$ cat src/rtl/llsc_pkg.sv
package llsc_pkg;
  typedef enum logic [1:0] {
    ST_IDLE,
    ST_RD,
    ST_WR,
    ST_DONE
  } llsc_state_e;
endpackage

$ cat src/rtl/llsc_agu.sv
module llsc_agu #(
  parameter int XLEN   = 64,
  parameter int DISP_W = 12
) (
  input  logic [XLEN-1:0]   base_i,
  input  logic [DISP_W-1:0] disp_i,
  output logic [XLEN-1:0]   ea_o
);
  localparam int EXT_W = XLEN - DISP_W;
  logic [XLEN-1:0] disp_sx;

  assign disp_sx = {{EXT_W{disp_i[DISP_W-1]}}, disp_i};
  assign ea_o    = base_i + disp_sx;
endmodule

$ cat src/rtl/llsc_resv.sv
module llsc_resv #(
  parameter int XLEN = 64
) (
  input  logic            clk_i,
  input  logic            rst_ni,
  input  logic            set_i,
  input  logic [XLEN-1:0] set_addr_i,
  input  logic [XLEN-1:0] set_data_i,
  input  logic            consume_i,
  input  logic            inv_i,
  output logic            valid_o,
  output logic [XLEN-1:0] addr_o,
  output logic [XLEN-1:0] data_o
);
  logic            valid_q;
  logic [XLEN-1:0] addr_q, data_q;

  // a snoop in the same cycle as a new reservation wins
  always_ff @(posedge clk_i or negedge rst_ni) begin
    if (!rst_ni) begin
      valid_q <= 1'b0;
      addr_q  <= '0;
      data_q  <= '0;
    end else begin
      if (inv_i || consume_i) valid_q <= 1'b0;
      else if (set_i)         valid_q <= 1'b1;
      if (set_i) begin
        addr_q <= set_addr_i;
        data_q <= set_data_i;
      end
    end
  end

  assign valid_o = valid_q;
  assign addr_o  = addr_q;
  assign data_o  = data_q;
endmodule

$ cat src/rtl/llsc_ctrl.sv
module llsc_ctrl
  import llsc_pkg::*;
#(
  parameter int XLEN = 64
) (
  input  logic            clk_i,
  input  logic            rst_ni,
  input  logic            req_valid_i,
  input  logic            req_store_i,
  input  logic [1:0]      req_fn_i,
  input  logic [XLEN-1:0] ea_i,
  input  logic [XLEN-1:0] req_wdata_i,
  output logic            busy_o,
  input  logic            resv_valid_i,
  input  logic [XLEN-1:0] resv_addr_i,
  input  logic [XLEN-1:0] resv_data_i,
  output logic            resv_set_o,
  output logic [XLEN-1:0] resv_addr_o,
  output logic [XLEN-1:0] resv_data_o,
  output logic            resv_consume_o,
  output logic            mem_req_o,
  output logic            mem_we_o,
  output logic            mem_quad_o,
  output logic [XLEN-1:0] mem_addr_o,
  output logic [XLEN-1:0] mem_wdata_o,
  input  logic [XLEN-1:0] mem_rdata_i,
  input  logic            mem_ready_i,
  output logic            done_o,
  output logic [XLEN-1:0] done_data_o
);
  localparam int WORD_W = XLEN / 2;

  llsc_state_e     state_q, state_d;
  logic [XLEN-1:0] addr_q, wdata_q, cmp_q, res_q, res_d;
  logic            quad_q, lock_q, store_q;
  logic            accept, addr_hit, cmp_ok;
  logic [XLEN-1:0] ld_val;

  assign accept   = req_valid_i && (state_q == ST_IDLE);
  assign addr_hit = (resv_addr_i == ea_i);
  assign ld_val   = quad_q ? mem_rdata_i
                           : {{WORD_W{mem_rdata_i[WORD_W-1]}}, mem_rdata_i[WORD_W-1:0]};
  assign cmp_ok   = quad_q ? (mem_rdata_i == cmp_q)
                           : (mem_rdata_i[WORD_W-1:0] == cmp_q[WORD_W-1:0]);

  always_comb begin
    state_d = state_q;
    res_d   = res_q;
    unique case (state_q)
      ST_IDLE: if (accept) begin
        if (!req_store_i)       state_d = ST_RD;
        else if (!resv_valid_i) begin
          state_d = ST_DONE;
          res_d   = '0;
        end
        else if (addr_hit)      state_d = ST_RD;
        else                    state_d = ST_WR;
      end
      ST_RD: if (mem_ready_i) begin
        if (!store_q) begin
          state_d = ST_DONE;
          res_d   = ld_val;
        end else if (cmp_ok) begin
          state_d = ST_WR;
        end else begin
          state_d = ST_DONE;
          res_d   = '0;
        end
      end
      ST_WR: if (mem_ready_i) begin
        state_d = ST_DONE;
        res_d   = XLEN'(1);
      end
      ST_DONE: state_d = ST_IDLE;
      default: state_d = ST_IDLE;
    endcase
  end

  always_ff @(posedge clk_i or negedge rst_ni) begin
    if (!rst_ni) begin
      state_q <= ST_IDLE;
      addr_q  <= '0;
      wdata_q <= '0;
      cmp_q   <= '0;
      res_q   <= '0;
      quad_q  <= 1'b0;
      lock_q  <= 1'b0;
      store_q <= 1'b0;
    end else begin
      state_q <= state_d;
      res_q   <= res_d;
      if (accept) begin
        addr_q  <= ea_i;
        wdata_q <= req_wdata_i;
        cmp_q   <= resv_data_i;
        quad_q  <= req_fn_i[0];
        lock_q  <= req_fn_i[1];
        store_q <= req_store_i;
      end
    end
  end

  assign busy_o         = (state_q != ST_IDLE);
  assign resv_set_o     = (state_q == ST_RD) && mem_ready_i && !store_q && lock_q;
  assign resv_addr_o    = addr_q;
  assign resv_data_o    = ld_val;
  assign resv_consume_o = accept && req_store_i;
  assign mem_req_o      = (state_q == ST_RD) || (state_q == ST_WR);
  assign mem_we_o       = (state_q == ST_WR);
  assign mem_quad_o     = quad_q;
  assign mem_addr_o     = addr_q;
  assign mem_wdata_o    = quad_q ? wdata_q : {{WORD_W{1'b0}}, wdata_q[WORD_W-1:0]};
  assign done_o         = (state_q == ST_DONE);
  assign done_data_o    = res_q;
endmodule

$ cat src/rtl/llsc_monitor.sv
module llsc_monitor #(
  parameter int XLEN   = 64,
  parameter int DISP_W = 12
) (
  input  logic              clk_i,
  input  logic              rst_ni,
  input  logic              req_valid_i,
  input  logic              req_store_i,
  input  logic [1:0]        req_fn_i,
  input  logic [XLEN-1:0]   req_base_i,
  input  logic [DISP_W-1:0] req_disp_i,
  input  logic [XLEN-1:0]   req_wdata_i,
  output logic              busy_o,
  input  logic              snoop_inv_i,
  output logic              mem_req_o,
  output logic              mem_we_o,
  output logic              mem_quad_o,
  output logic [XLEN-1:0]   mem_addr_o,
  output logic [XLEN-1:0]   mem_wdata_o,
  input  logic [XLEN-1:0]   mem_rdata_i,
  input  logic              mem_ready_i,
  output logic              done_o,
  output logic [XLEN-1:0]   done_data_o
);
  logic [XLEN-1:0] ea;
  logic            rv_valid, rv_set, rv_consume;
  logic [XLEN-1:0] rv_addr, rv_data, rv_set_addr, rv_set_data;

  llsc_agu #(.XLEN(XLEN), .DISP_W(DISP_W)) agu_i (
    .base_i (req_base_i),
    .disp_i (req_disp_i),
    .ea_o   (ea)
  );

  llsc_resv #(.XLEN(XLEN)) resv_i (
    .clk_i      (clk_i),
    .rst_ni     (rst_ni),
    .set_i      (rv_set),
    .set_addr_i (rv_set_addr),
    .set_data_i (rv_set_data),
    .consume_i  (rv_consume),
    .inv_i      (snoop_inv_i),
    .valid_o    (rv_valid),
    .addr_o     (rv_addr),
    .data_o     (rv_data)
  );

  llsc_ctrl #(.XLEN(XLEN)) ctrl_i (
    .clk_i          (clk_i),
    .rst_ni         (rst_ni),
    .req_valid_i    (req_valid_i),
    .req_store_i    (req_store_i),
    .req_fn_i       (req_fn_i),
    .ea_i           (ea),
    .req_wdata_i    (req_wdata_i),
    .busy_o         (busy_o),
    .resv_valid_i   (rv_valid),
    .resv_addr_i    (rv_addr),
    .resv_data_i    (rv_data),
    .resv_set_o     (rv_set),
    .resv_addr_o    (rv_set_addr),
    .resv_data_o    (rv_set_data),
    .resv_consume_o (rv_consume),
    .mem_req_o      (mem_req_o),
    .mem_we_o       (mem_we_o),
    .mem_quad_o     (mem_quad_o),
    .mem_addr_o     (mem_addr_o),
    .mem_wdata_o    (mem_wdata_o),
    .mem_rdata_i    (mem_rdata_i),
    .mem_ready_i    (mem_ready_i),
    .done_o         (done_o),
    .done_data_o    (done_data_o)
  );
endmodule

$ cat config.mk
export PLATFORM = sky130hd
export DESIGN_NAME = llsc_monitor
export DESIGN_NICKNAME = d
export VERILOG_FILES = /design/src/rtl/llsc_pkg.sv /design/src/rtl/llsc_agu.sv /design/src/rtl/llsc_resv.sv /design/src/rtl/llsc_ctrl.sv /design/src/rtl/llsc_monitor.sv
export SDC_FILE = /design/constraint.sdc
export NUM_CORES = 1
export LEC_CHECK = 0
export BUFFER_PORTS_ARGS = -buffer_cell sky130_fd_sc_hd__buf_2
export CAP_MARGIN = 20
export CORE_MARGIN = 10
export CORE_UTILIZATION = 60
export CTS_CLUSTER_DIAMETER = 60
export DETAILED_ROUTE_END_ITERATION = 7
export PLACE_DENSITY = 0.85
export SLEW_MARGIN = 5
export SYNTH_ARGS = -nofsm -noshare
export SYNTH_HDL_FRONTEND = slang
export SYNTH_SLANG_ARGS = --single-unit
$ cat constraint.sdc
create_clock -name clk_i -period 5.9 [get_ports clk_i]
set_input_delay 0.295 -clock clk_i [delete_from_list [all_inputs] [get_ports clk_i]]
set_output_delay 0.295 -clock clk_i [all_outputs]
set_load 0.005 [all_outputs]
==> results.sh, run 1 <==
export IMPL_rsz0062_at_grt="false"
export IMPL_drv_cap=0
export IMPL_slew_headroom_pct=14.7
export IMPL_syn_avg_cell_area_um2=9.87
export IMPL_seqCellArea_um2=9760
export IMPL_finalCritPeriodShare_pct=86.7
export IMPL_io_buffer_count=408
export IMPL_clk_pin_slew_worst_paths_ns=0.07
export IMPL_grt_pass1_wl_um=136000
export IMPL_synth_top_area_cell="dfrtp_1"
export IMPL_synth_seq_cells=390
export IMPL_fin_skew_ns=0.0250
export IMPL_routedWlPerCell_um=28.1
export IMPL_fin_util_pct=72.6
export IMPL_drc_errors=0
export IMPL_rr_worst_depth=11
export IMPL_ys_flop_type="dfrtp_1"
export IMPL_yosys_mux_area_fraction_pct=11.9
export IMPL_max_vdd_ir_drop_v=0.000396
export IMPL_syn_nets=2575
export IMPL_final_setup_viol_count=0
export IMPL_drv_slew=0
export IMPL_fin_setup_tns_ns=0
export IMPL_placedCellCount=3072
export IMPL_grt_pass1_vias=21600
export IMPL_wirelength_um=91300
export IMPL_io_pins=409
export IMPL_grt_max_degree=151
export IMPL_path_common_cell="o21a_1"
export IMPL_fillers=2487
export IMPL_drt_iter0_markers=3060
export IMPL_setup_slack_ns=0.783
export IMPL_crit_fanout=29
export IMPL_r2r_end="ctrl_i.done_data_o[18]$_DFFE_PN0P_"
export IMPL_cts_root_buf="clkbuf_16"
export IMPL_clk_latency_ns=0.60
export IMPL_start_util_pct=60.4
export IMPL_antenna_found_initial=10
export IMPL_synth_fa_ha_area_share_pct=3.84
export IMPL_multi_input_area_um2=12000
export IMPL_min_from="mem_rdata_i[0]"
export IMPL_synth_cell_types=90
export IMPL_layout_drive_gt1_share_pct=28.9
export IMPL_crit_path_end_kind="flop"
export IMPL_switching_share_pct=40.2
export IMPL_grtUsageTotal_pct=38.2
export IMPL_status="finished, final reports clean"
export IMPL_coreArea_um2=37500
export IMPL_syn_inst=2294
export IMPL_critPathBufInv=2
export IMPL_cp_required_ns=6.38
export IMPL_ys_seq_area_share_pct=43.1
export IMPL_fmax_ghz=0.195
export IMPL_synth_compound_area_share_pct=15.1
export IMPL_period_needed_ns=5.12
export IMPL_path_class="in -> reg"
export IMPL_crit_family="compound AO/OA/AOI/OAI gates"
export IMPL_synth_xor_area_share_pct=7.43
export IMPL_crit_chain="buf_2 > buf_4 > ha_1 > a21oi_1 > o21ai_0 > o21ba_2 > o21a_1 > nand2_1 > a221oi_1 > xor2_1 > o22ai_1 > a2111oi_0 > and4b_1 > nand3_1 > o21a_1"
export IMPL_synth_top_cell_area_share_pct=43.1
export IMPL_dp_worst_setup_slack_ns=0.535
export IMPL_power_switching_w=0.00514
export IMPL_rr_startpoint="ctrl_i.cmp_q[28]$_DFFE_PN0P_"
export IMPL_die_h_um=214
export IMPL_postCtsSetupBuffers=0
export IMPL_power_density_nw_per_um2=469
export IMPL_area_growth_pct=20.2
export IMPL_clockBufferDepth=3
export IMPL_htreeDepth=2
export IMPL_hpwl_um=63300
export IMPL_layout_common_cells="buf_2, dfrtp_1, nand2_1"
export IMPL_hold_path_end="resv_i.data_o[0]$_DFFE_PN0P_"
export IMPL_whs_path_depth=2
export IMPL_async_reset_ff_share_pct=100
export IMPL_ff2ff_setup_slack_ns=2.06
export IMPL_fin_cells=3247
export IMPL_ant_nets=0
export IMPL_final_common_cell="buf_2"
export IMPL_vias_per_cell=6.59
export IMPL_cts_inserted_buffers=43
export IMPL_layout_nets=2976
export IMPL_yosys_area_share_simple_pct=14.6
export IMPL_rows=71
export IMPL_cts_tree="yes"
export IMPL_clkPwrFrac_pct=22.1
export IMPL_drtPass1Iterations=8
export IMPL_num_vias=21400
export IMPL_cp_arrival_ns=5.60
export IMPL_report_final_hold_viol_count=0
export IMPL_worst_path_largest_cell_delay_ns=0.99
export IMPL_cp_slowest_cell="a2111oi_0"
export IMPL_clkSinkCount=390
export IMPL_synth_top_family_by_area="compound AO/OA/AOI/OAI gates"
export IMPL_die_area_um2=45900
export IMPL_fp_dieW_um=214
export IMPL_ys_warn_count=0
export IMPL_grt_ovfl_total=0
export IMPL_place_congestion=1.09
export IMPL_intPower_w=0.00765
export IMPL_yosys_top_cells_area="dfrtp_1, mux2_2, nand2_1, o21ai_0, ha_1"
export IMPL_worst_pin_slew_ns=1.25
export IMPL_leakagePower_nw=12.5
export IMPL_power_frac_seq_pct=38.0
export IMPL_power_frac_comb_pct=39.9
export IMPL_syn_area_um2=22700
export IMPL_cp_start_kind="primary input"
export IMPL_min_path_type="in -> reg"
export IMPL_synth_edf_count=0
layer usage:
layer / track usage (%) / vias up / wire length [um]
li1: - / 9075 / -
met1: 48.8 / 10500 / 35600
met2: 60.7 / 1483 / 42100
met3: 9.14 / 318 / 9100
met4: 17.7 / 0 / 4560
met5: 0 / - / 0
flip-flops by register name (all words and copies together) (netlist names):
register,count
resv_i.data_o,64
ctrl_i.cmp_q,64
ctrl_i.store_q,1
ctrl_i.lock_q,1
ctrl_i.wdata_q,64
ctrl_i.mem_addr_o,64
ctrl_i.state_q,2
resv_i.addr_o,64
resv_i.valid_o,1
ctrl_i.mem_quad_o,1
ctrl_i.done_data_o,64
cell usage after synthesis (all sizes together), types with 14 or more instances:
cell type  instances
a2111oi           14
a211oi            17
a21oi            144
a31oi             16
and2              35
buf               67
clkbuf            99
dfrtp            390
ha                68
inv               31
mux2             234
nand2            300
nand2b            17
nand3             30
nand4             63
nor2              93
nor2b             14
nor3              41
nor4              32
o21a              15
o21ai            197
o31ai             46
xnor2             85
xor2              80
through the flow:
step	hold WS [ns]	total power, W	instance area (um2)
2_1_floorplan	-0.000591	0.00755	22700
3_3_place_gp	0.453	0.00921	24800
3_5_place_dp	0.455	0.00944	24800
4_1_cts	0.000725	0.0124	27200
5_1_grt	0.0104	0.0133	27200
6_report	0.0150	0.0128	27200
power by group through the flow:
stage	sequential, W	combinational, W	clock, W
after floorplan	0.00449	0.00306	0
after global routing	0.00495	0.00543	0.00295
after global placement	0.00463	0.00458	0
after detailed placement	0.00473	0.00471	0
after CTS	0.00473	0.00483	0.00281
final	0.00485	0.00510	0.00283
cell type report:
class | count | share of cell area, %
multi-input cells | 1707 | 44.1
flip-flops and latches | 390 | 35.9
repair buffers | 522 | 11.7
clock buffers | 52 | 4.30
well taps | 511 | 2.35
clock inverters | 26 | 1.14
inverters | 31 | 0.427
diodes | 8 | 0.0735
worst max path at each step:
| stage | slack (ns) | depth (start not counted) | startpoint | endpoint |
|---|---|---|---|---|
| 6_report | 0.78 | 15 | req_disp_i[11] | ctrl_i.state_q[1]$_DFFE_PN0P_ |
| 5_1_grt | 0.79 | 15 | req_disp_i[11] | ctrl_i.state_q[1]$_DFFE_PN0P_ |
| 4_1_cts | 1.13 | 15 | req_disp_i[11] | ctrl_i.state_q[1]$_DFFE_PN0P_ |
| 3_5_place_dp | 0.54 | 15 | req_disp_i[11] | ctrl_i.state_q[1]$_DFFE_PN0P_ |
| 3_3_place_gp | 0.54 | 15 | req_disp_i[11] | ctrl_i.state_q[1]$_DFFE_PN0P_ |
| 2_1_floorplan | 2.46 | 15 | req_base_i[0] | ctrl_i.state_q[1]$_DFFE_PN0P_ |
logic make-up (layout without fill, tap and decap cells):
kind of cell / Yosys count / count (layout)
adders and majority gates: 69 / 69
and+or+nand+nor: 682 / 682
AOI/OAI and AO/OA: 541 / 541
DFF: 390 / 390
other: 0 / 8
xor gates and xnor gates: 175 / 175
buffers and inverters: 197 / 631
muxes: 240 / 240
timing repair:
action,CTS,global route
endpoints found under the hold margin,215,0
hold buffers,88,0
resized for setup,0,0
No activity file was read; power rests on OpenSTA's default activity.
==> run 2: changes to the inputs <==
Settings changed: ABC_AREA set to 1, PLACE_DENSITY 0.85 to 0.84, SYNTH_HIERARCHICAL set to 1.
==> run 2 against run 1 <==
Net effect: via count rose by 4.6%; flip-flop and latch count did not move; sequential share of layout area fell by 1.7 points; combinational power fell by 7.8%; synthesized area rose by 8.9%; non-clock buffer count fell by 2; register-to-register slack improved by 0.58 ns; wire length fell by 18%; clock power barely moved.
==> results.sh, run 2 <==
export IMPL_placedCellCount=4129
export IMPL_clockBufferDepth=3
export IMPL_synth_seq_cells=390
export IMPL_rsz0062_at_grt="false"
export IMPL_cp_start_kind="primary input"
export IMPL_crit_fanout=65
export IMPL_synth_cell_types=37
export IMPL_placed_area_um2=26100
export IMPL_path_common_cell="nand2_1"
export IMPL_wirelength_um=74900
export IMPL_layout_nets=4022
export IMPL_final_area_um2=28500
export IMPL_synth_top_area_cell="dfrtp_1"
export IMPL_grt_pass1_wl_um=119000
export IMPL_crit_path_end_kind="flop"
export IMPL_clk_latency_ns=0.59
export IMPL_syn_avg_cell_area_um2=7.27
export IMPL_whs_ns=0.0241
export IMPL_cts_resized=0
export IMPL_async_reset_ff_share_pct=100
export IMPL_antenna_found_initial=3
export IMPL_report_final_hold_viol_count=0
export IMPL_hpwl_um=53200
export IMPL_io_buffer_count=408
export IMPL_clk_pin_slew_worst_paths_ns=0.06
export IMPL_grtUsageTotal_pct=29.5
export IMPL_fin_cells=4307
export IMPL_grt_ovfl_total=0
export IMPL_crit_chain="dlygate4sd3_1 > buf_2 > inv_1 > nand2_1 > nand2_1 > nor2_1 > nand2_1 > nor2_1 > nand3_1 > nor2_2 > nand3_4 > nand2_4 > nand2_1 > nand2_1"
export IMPL_rows=74
export IMPL_syn_inst=3393
export IMPL_worst_pin_slew_ns=1.02
export IMPL_power_density_nw_per_um2=426
export IMPL_yosys_top_cells_count="nand2_1, inv_1, dfrtp_1"
export IMPL_worst_path_largest_cell_delay_ns=0.87
export IMPL_layout_drive_gt1_share_pct=19.3
export IMPL_p_total_w=0.0122
export IMPL_cts_inserted_buffers=44
export IMPL_ant_nets=0
export IMPL_drv_slew=0
export IMPL_yosys_top_cells_area="dfrtp_1, nand2_1, inv_1, mux2_2, buf_4"
export IMPL_synth_top_cell_area_share_pct=39.5
export IMPL_yosysMostFrequentCell="nand2_1"
export IMPL_final_common_cell="nand2_1"
export IMPL_cp_slowest_cell="nand2_4"
export IMPL_grt_max_degree=160
export IMPL_fin_setup_tns_ns=0
export IMPL_period_needed_ns=3.28
export IMPL_fin_skew_ns=0.0243
export IMPL_io_pins=409
export IMPL_htreeDepth=2
export IMPL_crit_family="simple AND/OR/NAND/NOR gates"
export IMPL_num_vias=22400
export IMPL_min_path_type="in -> reg"
export IMPL_layout_common_cells="nand2_1, inv_1, buf_2"
export IMPL_slew_headroom_pct=31.9
export IMPL_vias_per_cell=5.19
export IMPL_path_class="in -> reg"
export IMPL_place_congestion=0.994
export IMPL_routedWlPerCell_um=17.4
export IMPL_grt_pass1_vias=22200
export IMPL_cts_root_buf="clkbuf_16"
export IMPL_drv_cap=0
export IMPL_drt_iter0_markers=2099
export IMPL_finalCritPeriodShare_pct=55.6
export IMPL_synth_edf_count=0
export IMPL_ys_warn_count=6
export IMPL_cts_tree="yes"
export IMPL_fmax_ghz=0.305
export IMPL_critPathBufInv=3
export IMPL_die_area_um2=49600
export IMPL_drtPass1Iterations=6
export IMPL_final_setup_viol_count=0
export IMPL_ys_seq_area_share_pct=39.5
export IMPL_clkSinkCount=390
export IMPL_die_h_um=223
export IMPL_cp_arrival_ns=3.79
export IMPL_status="finished, final reports clean"
export IMPL_fp_dieW_um=223
export IMPL_cp_required_ns=6.41
export IMPL_max_vdd_ir_drop_v=0.000321
export IMPL_coreArea_um2=40700
export IMPL_start_util_pct=60.6
export IMPL_syn_nets=3674
export IMPL_leakagePower_nw=16.7
export IMPL_ys_flop_type="dfrtp_1"
export IMPL_syn_area_um2=24700
export IMPL_area_growth_pct=15.7
export IMPL_drc_errors=0
==> run 2: cell types whose count changed after synthesis, sizes merged, moves of 50 or more <==
cell | before | now
inv | 31 | 498
mux2 | 234 | 148
nand2 | 300 | 1363
nand3 | 30 | 128
nor2 | 93 | 286
clkbuf | 99 | 28
o21ai | 197 | 38
xnor2 | 85 | 31
buf | 67 | 190
nand4 | 63 | 13
==> run 2: tightest hold or removal path, stage by stage <==
cell and delay, ns:
buf_2 0.14, nand2_1 0.07, nand2_1 0.05
==> run 2: power by group <==
group / internal, W / leakage [nW] / switching [W]
Clock: 0.00168 / 0.719 / 0.00114
Sequential: 0.00385 / 4.93 / 0.000788
Combinational: 0.00191 / 11.1 / 0.00279
Total: 0.00743 / 16.7 / 0.00472
==> run 2: layer usage <==
metal | GRT usage [%] | vias up | wire [um]
met1 | 36.0 | 10400 | 29800
met4 | 12.5 | 4 | 3440
li1 | - | 10800 | -
met5 | 0 | - | 23
met2 | 49.5 | 915 | 35800
met3 | 6.42 | 201 | 5800
==> run 2: what timing repair did <==
item                       CTS  global route
setup endpoints to repair    0             0
setup buffers                0             0
hold buffers                98             0
hold endpoints to repair   216             0
==> run 2: per-stage QoR <==
step | setup WS (ns) | utilization (%)
final | 2.62 | 70.1
after global routing | 2.31 | 70.1
after global placement | 2.21 | 64.0
after detailed placement | 2.16 | 64.0
after floorplan | 3.28 | -
after CTS | 2.77 | 70.0
==> run 2: worst paths after layout <==
check	startpoint	slack, ns	depth (start not counted)	endpoint
min in group asynchronous	rst_ni	0.38	2	ctrl_i/mem_addr_o[43]$_DFFE_PN0P_
setup / recovery	mem_rdata_i[25]	2.62	14	ctrl_i/done_data_o[30]$_DFFE_PN0P_
setup reg to reg	ctrl_i/cmp_q[23]$_DFFE_PN0P_	2.64	12	ctrl_i/done_data_o[30]$_DFFE_PN0P_
hold reg to reg	resv_i/data_o[0]$_DFFE_PN0P_	0.47	2	resv_i/data_o[0]$_DFFE_PN0P_
hold / removal	mem_rdata_i[12]	0.02	3	resv_i/data_o[12]$_DFFE_PN0P_
max in group asynchronous	rst_ni	4.14	3	resv_i/data_o[46]$_DFFE_PN0P_
==> run 2: cell type report <==
class	count	area [um2]
Clock inverter	15	260
Inverter	499	1880
Timing Repair Buffer	520	3160
Tap cell	532	666
Multi-Input combinational cell	2286	11600
Antenna cell	2	5.00
Fill cell	3273	12200
Sequential cell	390	9760
Clock buffer	63	1220
==> run 2: cell families (layout without fill, tap and decap cells) <==
kind of cell	count (synthesis)	in the layout	share of synthesized area (%)
and+or+nand+nor	1812	1812	29.6
other	0	2	0
muxes	148	148	6.75
buffers and inverters	717	1097	13.6
DFF	390	390	39.5
xor gates and xnor gates	109	109	3.87
AOI/OAI and AO/OA	148	148	3.08
adders and majority gates	69	69	3.53
